$ cat config.mk
export PLATFORM = sky130hd
export DESIGN_NAME = scan_shift_engine
export DESIGN_NICKNAME = d
export VERILOG_FILES = /design/src/rtl/scs_pkg.sv /design/src/rtl/scs_byte_fifo.sv /design/src/rtl/scs_shifter.sv /design/src/rtl/scan_shift_engine.sv
export SDC_FILE = /design/constraint.sdc
export NUM_CORES = 1
export LEC_CHECK = 0
export BUFFER_PORTS_ARGS = -buffer_cell sky130_fd_sc_hd__buf_2
export CAP_MARGIN = 20
export CORE_MARGIN = 1.5
export CORE_UTILIZATION = 35
export DETAILED_ROUTE_END_ITERATION = 6
export PLACE_DENSITY_LB_ADDON = 0.25
export SETUP_SLACK_MARGIN = 0.05
export SLEW_MARGIN = 15
export SYNTH_ARGS = -nofsm -noshare
export SYNTH_HDL_FRONTEND = slang
export SYNTH_SLANG_ARGS = --single-unit
$ cat constraint.sdc
create_clock -name clk -period 5.2 [get_ports clk]
set_input_delay 0.78 -clock clk [delete_from_list [all_inputs] [get_ports clk]]
set_output_delay 0.78 -clock clk [all_outputs]
set_load 0.005 [all_outputs]
$ cat src/rtl/scs_pkg.sv
package scs_pkg;
    localparam logic [2:0] ADDR_STAT   = 3'd0;
    localparam logic [2:0] ADDR_CHAIN  = 3'd1;
    localparam logic [2:0] ADDR_PUSH8  = 3'd2;
    localparam logic [2:0] ADDR_PUSH16 = 3'd3;
    localparam logic [2:0] ADDR_PUSH32 = 3'd4;
    localparam logic [7:0] OPC_SHIFT   = 8'h80;

    typedef enum logic [1:0] {
        ST_IDLE,
        ST_LEN,
        ST_LOAD,
        ST_SHIFT
    } shf_state_t;
endpackage

$ cat src/rtl/scs_byte_fifo.sv
module scs_byte_fifo #(
    parameter int DEPTH = 32,
    localparam int PW = $clog2(DEPTH),
    localparam int CW = $clog2(DEPTH + 1)
) (
    input  logic          clk,
    input  logic          rst_n,
    input  logic [2:0]    push_n,
    input  logic [31:0]   push_data,
    input  logic          pop,
    output logic [7:0]    head,
    output logic [CW-1:0] count,
    output logic          ovf_evt
);
    logic [7:0]    mem [DEPTH];
    logic [PW-1:0] wr_ptr, rd_ptr;
    logic          accept;

    // space is judged before any same-cycle pop
    always_comb begin
        accept  = (push_n != 3'd0) && ((int'(count) + int'(push_n)) <= DEPTH);
        ovf_evt = (push_n != 3'd0) && !accept;
        head    = mem[rd_ptr];
    end

    always_ff @(posedge clk) begin
        if (accept) begin
            for (int lane = 0; lane < 4; lane++) begin
                if (lane < int'(push_n))
                    mem[wr_ptr + PW'(lane)] <= push_data[8*lane +: 8];
            end
        end
    end

    always_ff @(posedge clk or negedge rst_n) begin
        if (!rst_n) begin
            wr_ptr <= '0;
            rd_ptr <= '0;
            count  <= '0;
        end else begin
            if (accept) wr_ptr <= wr_ptr + PW'(push_n);
            if (pop)    rd_ptr <= rd_ptr + PW'(1);
            count <= count + (accept ? CW'(push_n) : CW'(0)) - (pop ? CW'(1) : CW'(0));
        end
    end
endmodule

$ cat src/rtl/scs_shifter.sv
module scs_shifter
    import scs_pkg::*;
#(
    parameter int CLK_HALF = 2,
    localparam int DW = (CLK_HALF > 1) ? $clog2(CLK_HALF) : 1
) (
    input  logic       clk,
    input  logic       rst_n,
    input  logic       go,
    input  logic       fifo_empty,
    input  logic [7:0] head,
    output logic       pop,
    output logic       active,
    output logic       hdr_err_evt,
    output logic       tdi,
    output logic       sck
);
    shf_state_t    state, state_d;
    logic [7:0]    sreg;
    logic [7:0]    bits_left;
    logic [3:0]    byte_bits;
    logic [DW-1:0] div_cnt;
    logic          phase;
    logic          tick;

    assign tick = (int'(div_cnt) == CLK_HALF - 1);

    always_ff @(posedge clk or negedge rst_n) begin
        if (!rst_n) state <= ST_IDLE;
        else        state <= state_d;
    end

    always_comb begin
        state_d     = state;
        pop         = 1'b0;
        hdr_err_evt = 1'b0;
        unique case (state)
            ST_IDLE: if (go && !fifo_empty) begin
                pop = 1'b1;
                if (head == OPC_SHIFT) state_d = ST_LEN;
                else                   hdr_err_evt = 1'b1;
            end
            ST_LEN: if (go && !fifo_empty) begin
                pop     = 1'b1;
                state_d = ST_LOAD;
            end
            ST_LOAD: if (go && !fifo_empty) begin
                pop     = 1'b1;
                state_d = ST_SHIFT;
            end
            ST_SHIFT: if (go && tick && phase) begin
                if (bits_left == 8'd1)      state_d = ST_IDLE;
                else if (byte_bits == 4'd1) state_d = ST_LOAD;
            end
            default: state_d = ST_IDLE;
        endcase
    end

    always_comb begin
        tdi = (state == ST_SHIFT) & sreg[0];
        sck = (state == ST_SHIFT) & phase;
    end

    always_ff @(posedge clk or negedge rst_n) begin
        if (!rst_n) begin
            sreg      <= '0;
            bits_left <= '0;
            byte_bits <= '0;
            div_cnt   <= '0;
            phase     <= 1'b0;
            active    <= 1'b0;
        end else begin
            unique case (state)
                ST_IDLE:  if (pop && head == OPC_SHIFT) active <= 1'b1;
                ST_LEN:   if (pop) bits_left <= {1'b0, head[6:0]} + 8'd1;
                ST_LOAD:  if (pop) begin
                    sreg      <= head;
                    byte_bits <= (bits_left > 8'd8) ? 4'd8 : bits_left[3:0];
                    div_cnt   <= '0;
                    phase     <= 1'b0;
                end
                ST_SHIFT: if (go) begin
                    if (tick) begin
                        div_cnt <= '0;
                        phase   <= ~phase;
                        if (phase) begin
                            sreg      <= sreg >> 1;
                            bits_left <= bits_left - 8'd1;
                            byte_bits <= byte_bits - 4'd1;
                            if (bits_left == 8'd1) active <= 1'b0;
                        end
                    end else begin
                        div_cnt <= div_cnt + DW'(1);
                    end
                end
                default: ;
            endcase
        end
    end
endmodule

$ cat src/rtl/scan_shift_engine.sv
module scan_shift_engine
    import scs_pkg::*;
#(
    parameter int NUM_CHAINS = 4,
    parameter int FIFO_BYTES = 32,
    parameter int CLK_HALF   = 2,
    localparam int CW = $clog2(FIFO_BYTES + 1)
) (
    input  logic                  clk,
    input  logic                  rst_n,
    input  logic                  bus_valid,
    input  logic                  bus_write,
    input  logic [2:0]            bus_addr,
    input  logic [31:0]           bus_wdata,
    output logic [31:0]           bus_rdata,
    output logic [NUM_CHAINS-1:0] sc_clk,
    output logic                  sc_tdi
);
    logic [NUM_CHAINS-1:0] chain_en_q;
    logic                  ovf_q, herr_q;
    logic [2:0]            push_n;
    logic                  wr_en;
    logic                  go;
    logic [7:0]            head;
    logic [CW-1:0]         fifo_cnt;
    logic                  ovf_evt, pop, sh_active, herr_evt, sck;

    assign wr_en = bus_valid && bus_write;
    assign go    = ($countones(chain_en_q) == 1);

    always_comb begin
        push_n = 3'd0;
        if (wr_en) begin
            unique case (bus_addr)
                ADDR_PUSH8:  push_n = 3'd1;
                ADDR_PUSH16: push_n = 3'd2;
                ADDR_PUSH32: push_n = 3'd4;
                default:     push_n = 3'd0;
            endcase
        end
    end

    scs_byte_fifo #(.DEPTH(FIFO_BYTES)) u_fifo (
        .clk(clk), .rst_n(rst_n), .push_n(push_n), .push_data(bus_wdata),
        .pop(pop), .head(head), .count(fifo_cnt), .ovf_evt(ovf_evt)
    );

    scs_shifter #(.CLK_HALF(CLK_HALF)) u_shift (
        .clk(clk), .rst_n(rst_n), .go(go), .fifo_empty(fifo_cnt == '0),
        .head(head), .pop(pop), .active(sh_active), .hdr_err_evt(herr_evt),
        .tdi(sc_tdi), .sck(sck)
    );

    always_ff @(posedge clk or negedge rst_n) begin
        if (!rst_n) begin
            chain_en_q <= '0;
            ovf_q      <= 1'b0;
            herr_q     <= 1'b0;
        end else begin
            if (wr_en && bus_addr == ADDR_CHAIN) chain_en_q <= bus_wdata[NUM_CHAINS-1:0];
            ovf_q  <= (ovf_q  & ~(wr_en && bus_addr == ADDR_STAT && bus_wdata[1])) | ovf_evt;
            herr_q <= (herr_q & ~(wr_en && bus_addr == ADDR_STAT && bus_wdata[2])) | herr_evt;
        end
    end

    always_comb begin
        sc_clk    = {NUM_CHAINS{sck}} & chain_en_q;
        bus_rdata = '0;
        unique case (bus_addr)
            ADDR_STAT: begin
                bus_rdata[0]    = sh_active;
                bus_rdata[1]    = ovf_q;
                bus_rdata[2]    = herr_q;
                bus_rdata[15:8] = 8'(fifo_cnt);
            end
            ADDR_CHAIN: bus_rdata[NUM_CHAINS-1:0] = chain_en_q;
            default:    bus_rdata = '0;
        endcase
    end
endmodule

# Word-level counts from Yosys, hierarchy flattened

Memory sizes are Yosys's and may differ from the RTL's.
Cells that the tools add are included.

Divide/modulo/power cells: 0
Reductions and logical operators: 27
Bitwise operators: 10
$lt $le $gt $ge: 6
Multiply operators: 0
Add/sub/neg operators: 15
Equal/unequal tests: 24
Mux-type cells: 61
Shifts and indexed selects: 0

Operators by type and width:

| cell                | count |
|---|---|
| $mux 8              | 8 |
| $le 32x7->1 const B | 1 |
| $pmux 8 s2          | 2 |
| $mux 1              | 29 |
| $mux 4              | 5 |
| $ne 2x1->1 const B  | 10 |
| $mux 2              | 7 |
| $reduce_and 6->1    | 2 |
| $logic_and 1x1->1   | 11 |
| $add 5x1->5 const B | 2 |
| $add 5x2->5 const B | 2 |
| $reduce_and 5->1    | 2 |
| $pmux 3 s3          | 1 |
| $add 7x1->8 const B | 1 |
| $eq 8x1->1 const B  | 1 |
| $eq 8x8->1 const B  | 1 |
| $gt 8x4->1 const B  | 1 |
| $pmux 2 s4          | 1 |
| $pmux 4 s2          | 1 |
| $sub 8x1->8 const B | 1 |
| $add 6x3->7         | 1 |
| $add 6x6->6         | 1 |
| $eq 3x1->1 const B  | 2 |
| $eq 3x2->1 const B  | 2 |
| 31 further kinds    | 48 |

Input port bits: 39
Bits in read-only memories: 0
Memories kept: 1
Output and inout port bits: 37
Latch bits: 0
RAM bits: 256
Word-level logic and storage cells: 157
Register bits after elaboration: 47

Memories:

| memory     | depth | bits a word | rd ports | clocked after Yosys merged registers in | wr ports | RTL line            | source |
|---|---|---|---|---|---|---|---|
| u_fifo.mem | 32    | 8           | 1        | 0                                       | 4        | scs_byte_fifo.sv:15 | `logic [7:0] mem [DEPTH];` |

# Depth between registers and ports, before layout

Depth in word-level cells: 9
Gate-level depth with buffers: 21
Mapped depth without buffers: 18

# By module

Synthesis repeated with hierarchy kept, for this count alone.

Cell total of the unflattened synthesis: 2,769
Area, all modules: 24,533.5 µm²

Modules (own cells, without submodules):

| module            | area an instance (µm²) | cells each | times used | sequential area each (µm²) |
|---|---|---|---|---|
| scs_byte_fifo     | 22,245.1               | 2,500      | 1          | 8,087.8 |
| scs_shifter       | 1,620.3                | 193        | 1          | 625.6 |
| scan_shift_engine | 668.1                  | 76         | 1          | 150.1 |

# Least setup slack after synthesis

No wires, ideal clock.

Path kind: input to register
Start: in bus_addr[2]
End: reg u_fifo.count[5]
Path buffers: 3
Data arrival time: 4.791 ns
Path slack: 0.329 ns
Data required time: 5.121 ns
Stages on the path: 20
Setup time: 0.079 ns
Path through: clkbuf_2 > nand2b_1 > nor3_1 > ha_1 > fa_1 > or3_4 > and4bb_4 > a22oi_4 > buf_8 > nor2_8 > buf_2 > nand2_1 > ha_1 > inv_1 > ha_1 > a21o_1 > a21oi_1 > o21bai_1 > a21oi_1 > xor2_1

Longest elaborated chain between the ends: 9
Elaborated cells on any way between the ends: 12
Classes of those cells: add/sub: 3; order compare: 1; eq/ne: 3; mux: 3; reduce/logical: 2

RTL lines:

| what                                     | RTL line                | source |
|---|---|---|
| start: declaration                       | scan_shift_engine.sv:13 | `input logic [2:0] bus_addr,` |
| $eq 3x3->1 or $eq 3x2->1 (tied branches) | scan_shift_engine.sv:34 | `unique case (bus_addr)` |
| $pmux 3 s3 (*)                           | scan_shift_engine.sv:34 |  |
| $mux 3 (*)                               | scan_shift_engine.sv:33 | `if (wr_en) begin` |
| $add 6x3->7                              | scs_byte_fifo.sv:21     | `accept = (push_n != 3'd0) && ((int'(count) + int'(push_n)) <= DEPTH);` |
| $le 32x7->1                              | scs_byte_fifo.sv:21     |  |
| $logic_and 1x1->1                        | scs_byte_fifo.sv:21     |  |
| $mux 3 (*)                               | scs_byte_fifo.sv:43     | `count <= count + (accept ? CW'(push_n) : CW'(0)) - (pop ? CW'(1) : CW'(0));` |
| $add 6x6->6 (*)                          | scs_byte_fifo.sv:43     |  |
| $sub 6x6->6 (*)                          | scs_byte_fifo.sv:43     |  |
| end signal: assignment                   | scs_byte_fifo.sv:43     |  |
| end: declaration                         | scs_byte_fifo.sv:12     | `output logic [CW-1:0] count,` |

Mark *: on every way between the ends. The rest lies on a longest branch, timed or not.
A chain may end at the register's enable or synchronous reset.

==> impl_results.md <==
* Post-synthesis cell count at 2326
* Most numerous cell in the Yosys netlist: edfxtp_1
* CP dominant cell by count: buf_4
* Nets@finish at 2403
* Critical Path Max Stage Delay at 590 ps
* Die H at 256 um
* Syn_area_per_cell at 9.64 um^2
* Area growth syn-to-layout at 10.8%
* EDFF count, synth at 256
* CTS tree: built
* # fillers at 6198
* Area of the multi-input gates at 12400 um^2
* Vias at 21188
* Die footprint at 65600 um^2
* PD cells at 387 nW/um^2
* RSZ-0062 raised after global routing: false
* Sw frac at 42.1%
* MaxCap Viol Count at 0
* Final wirelength at 101000 um
* Ys flop type: edfxtp_1
* Worst path required time at 5380 ps
* CTS Sinks at 303
* VDD IR max at 0.265 mV
* Area leader, netlist: edfxtp_1
* Pre-CTS setup slack at -6.44 ps
* Dpl hpwl at 66200 um
* Worst hold path type: in -> async
* P_sw at 4.05 mW
* Max Root-Sink Buffers at 3
* Crit path capture type: flip-flop
* Vias per inst at 6.62
* Starting Density at 35.5%
* Setup Fix Bufs, Post-CTS at 0
* Async SR Flop Fraction at 15.5%
* CP arrival at 4860 ps
* Relative slew slack at 17.7%
* Setup ws final at 525 ps
* P_int at 5.56 mW
* Actual slew at the worst max-slew pin at 1230 ps
* Synth warn at 0
* Period utilization at 89.9%
* Slowest cell on crit path: o2111ai_1
* Sequential power share at 33.7%
* Seq/Total Area, Yosys at 39.5%
* Top cell type's share of synthesized area at 34.3%
* Port-buffer cells at 53
* GRT Total Usage at 29.7%
* Clock network fraction of design power at 25.8%
* Antenna violations before repair at 3
* Clk Latency, worst-skew pair at 570 ps
* Layout cells sized above 1 at 18.3%
* Achievable frequency at 0.214 GHz
* Antenna violation net count after detailed routing at 0
* Seq cells post-synth at 303
* Vias in the first global route at 20240
* 1st-iter DRT viols at 2800
* Post-layout minimum cycle time at 4680 ps
* Grt ovf at 0
* CP Cell Sequence: buf_2 > nand2b_1 > nor3_1 > ha_1 > fa_1 > or3_4 > and4bb_4 > a22o_1 > buf_4 > buf_4 > nand4_2 > o2111ai_1
* CP Max Fanout at 28
* Die Wd at 256 um
* Top cells by area, synth: edfxtp_1 34%, mux2i_1 8.9%, o22ai_1 5.4%
* Crit Path Class: in -> reg
* Finished Cell Area at 24800 um^2
* Core area at 63200 um^2
* Synth cell count leaders: 256 x edfxtp_1, 201 x a21oi_1, 200 x mux2i_1
* Global-route wire length before repair at 143000 um
* IO Pins at 76
* Inserted Clock Buffers at 36
* Setup Viol. Count Final at 0
* Leakage at 9.12 nW
* Clock-pin slew on the worst setup and hold paths at 60 ps
* Final count of pins violating max slew at 0
* Placer congestion estimate at 1.02
* Worst reg2reg path depth at 10
* Unique masters post-synth at 85
* DRC viols at 0
* Reg area at 8870 um^2
* Clock Skew at 19.5 ps
* Netlist Area Pre-Place at 22400 um^2
* Post-CTS Hold Buffers at 0
* Status: finished clean
* Startpoint types: input port
* Comb pwr share at 40.4%
* Placed inst area at 23700 um^2
* Drt first pass iters at 7
* Final Core Density at 39.3%
* Final hold vios at 0
* Largest net degree at the start of global routing at 48
* CTS root buffer: clkbuf_16
* WL per Instance at 31.4 um
* CTS HTree Levels at 2
* Rows at 92
* Post-CTS Resized at 0
[cells by family after synthesis]
kind of cell,synth area share [%]
other,0.0167
flip-flops,39.5
AO/OA/AOI/OAI,20.0
AND/OR/NAND/NOR,13.1
XOR/XNOR,1.36
buffers and inverters,5.89
adder cells (fa/ha/maj),1.98
multiplexers,18.1
[cell type report]
type	instances	area share, %
clock inverters	17	0.463
repair buffers	183	5.00
flip-flops and latches	303	35.7
diodes	1	0.0101
inverters	51	0.771
clock buffers	46	3.94
multi-input cells	1756	49.8
well taps	846	4.26
[path summary, 6_finish.rpt]
check | startpoint | end | slack (ps)
setup / recovery | bus_addr[2] | u_fifo.mem[22][4] | 520
max in group asynchronous | rst_n | u_fifo.rd_ptr[1] | 4410
min in group clk | u_shift.sreg[4] | u_shift.sreg[4] | 480
setup reg to reg | u_fifo.count[0] | u_fifo.mem[22][4] | 1050
hold reg to reg | u_shift.sreg[4] | u_shift.sreg[4] | 480
hold / removal | rst_n | u_fifo.count[3] | 300
[registers in the layout, indices dropped and copies added, names as in the netlist, 2 cells and up]
register and flops:
u_fifo.mem 256, u_shift.bits_left 8, u_shift.sreg 8, u_fifo.count 6, u_fifo.rd_ptr 5, u_fifo.wr_ptr 5, chain_en_q 4, u_shift.byte_bits 4
u_shift.state 2
[critical path: cells and delay by family]
family,cells,cell delay (ps)
AOI/OAI and AO/OA,2,760
and+or+nand+nor,5,1780
adders and majority gates,2,710
buffers and inverters,3,790
[per-layer routing]
metal  wire length (um)  vias to the layer above  global-route usage (%)
met5                  0                        -                       0
met4               7220                        0                    18.8
met3              12200                      416                    8.34
met2              43100                     1650                    44.3
met1              38000                    10230                    37.8
li1                   -                     8892                       -
[metrics by stage]
stage          setup TNS (ps)  cells  hold WS [ps]  total power [mW]
2_1_floorplan               0   2347           443              5.59
3_3_place_gp                0   3139           460              6.98
3_5_place_dp            -49.2   3139           469              7.03
4_1_cts                     0   3202           316              9.49
5_1_grt                     0   3202           372              9.90
6_report                    0   3203           299              9.61
[layout by cell type (no fill, tap or decap), drive strengths merged, types with 6 or more instances in the layout]
cell type  instances
a21boi            20
a21oi            203
o21ai            188
clkbuf            46
nand4             29
nand3             67
nand2            196
o22ai            194
and3              13
a211o              9
o32ai             16
buf              183
conb              22
edfxtp           256
nor2b             10
mux2i            200
a22oi             19
o221ai             6
xor2              12
or3               11
ha                29
mux4              43
o31ai             13
dfrtp             47
mux2              96
inv               40
nor4              31
a31oi             12
o21bai             6
clkinv            25
o211ai            10
o2111ai           14
nor2             145
nor3              37
nand2b             7
and2              23
xnor2             22
[power by group through the flow]
stage	logic (mW)	clock network, mW	registers [mW]
3_5_place_dp	3.75	0	3.28
4_1_cts	3.76	2.49	3.23
5_1_grt	4.05	2.58	3.27
2_1_floorplan	2.64	0	2.95
6_report	3.89	2.48	3.24
3_3_place_gp	3.70	0	3.28
Note: power is estimated with default switching activity, not from simulation.
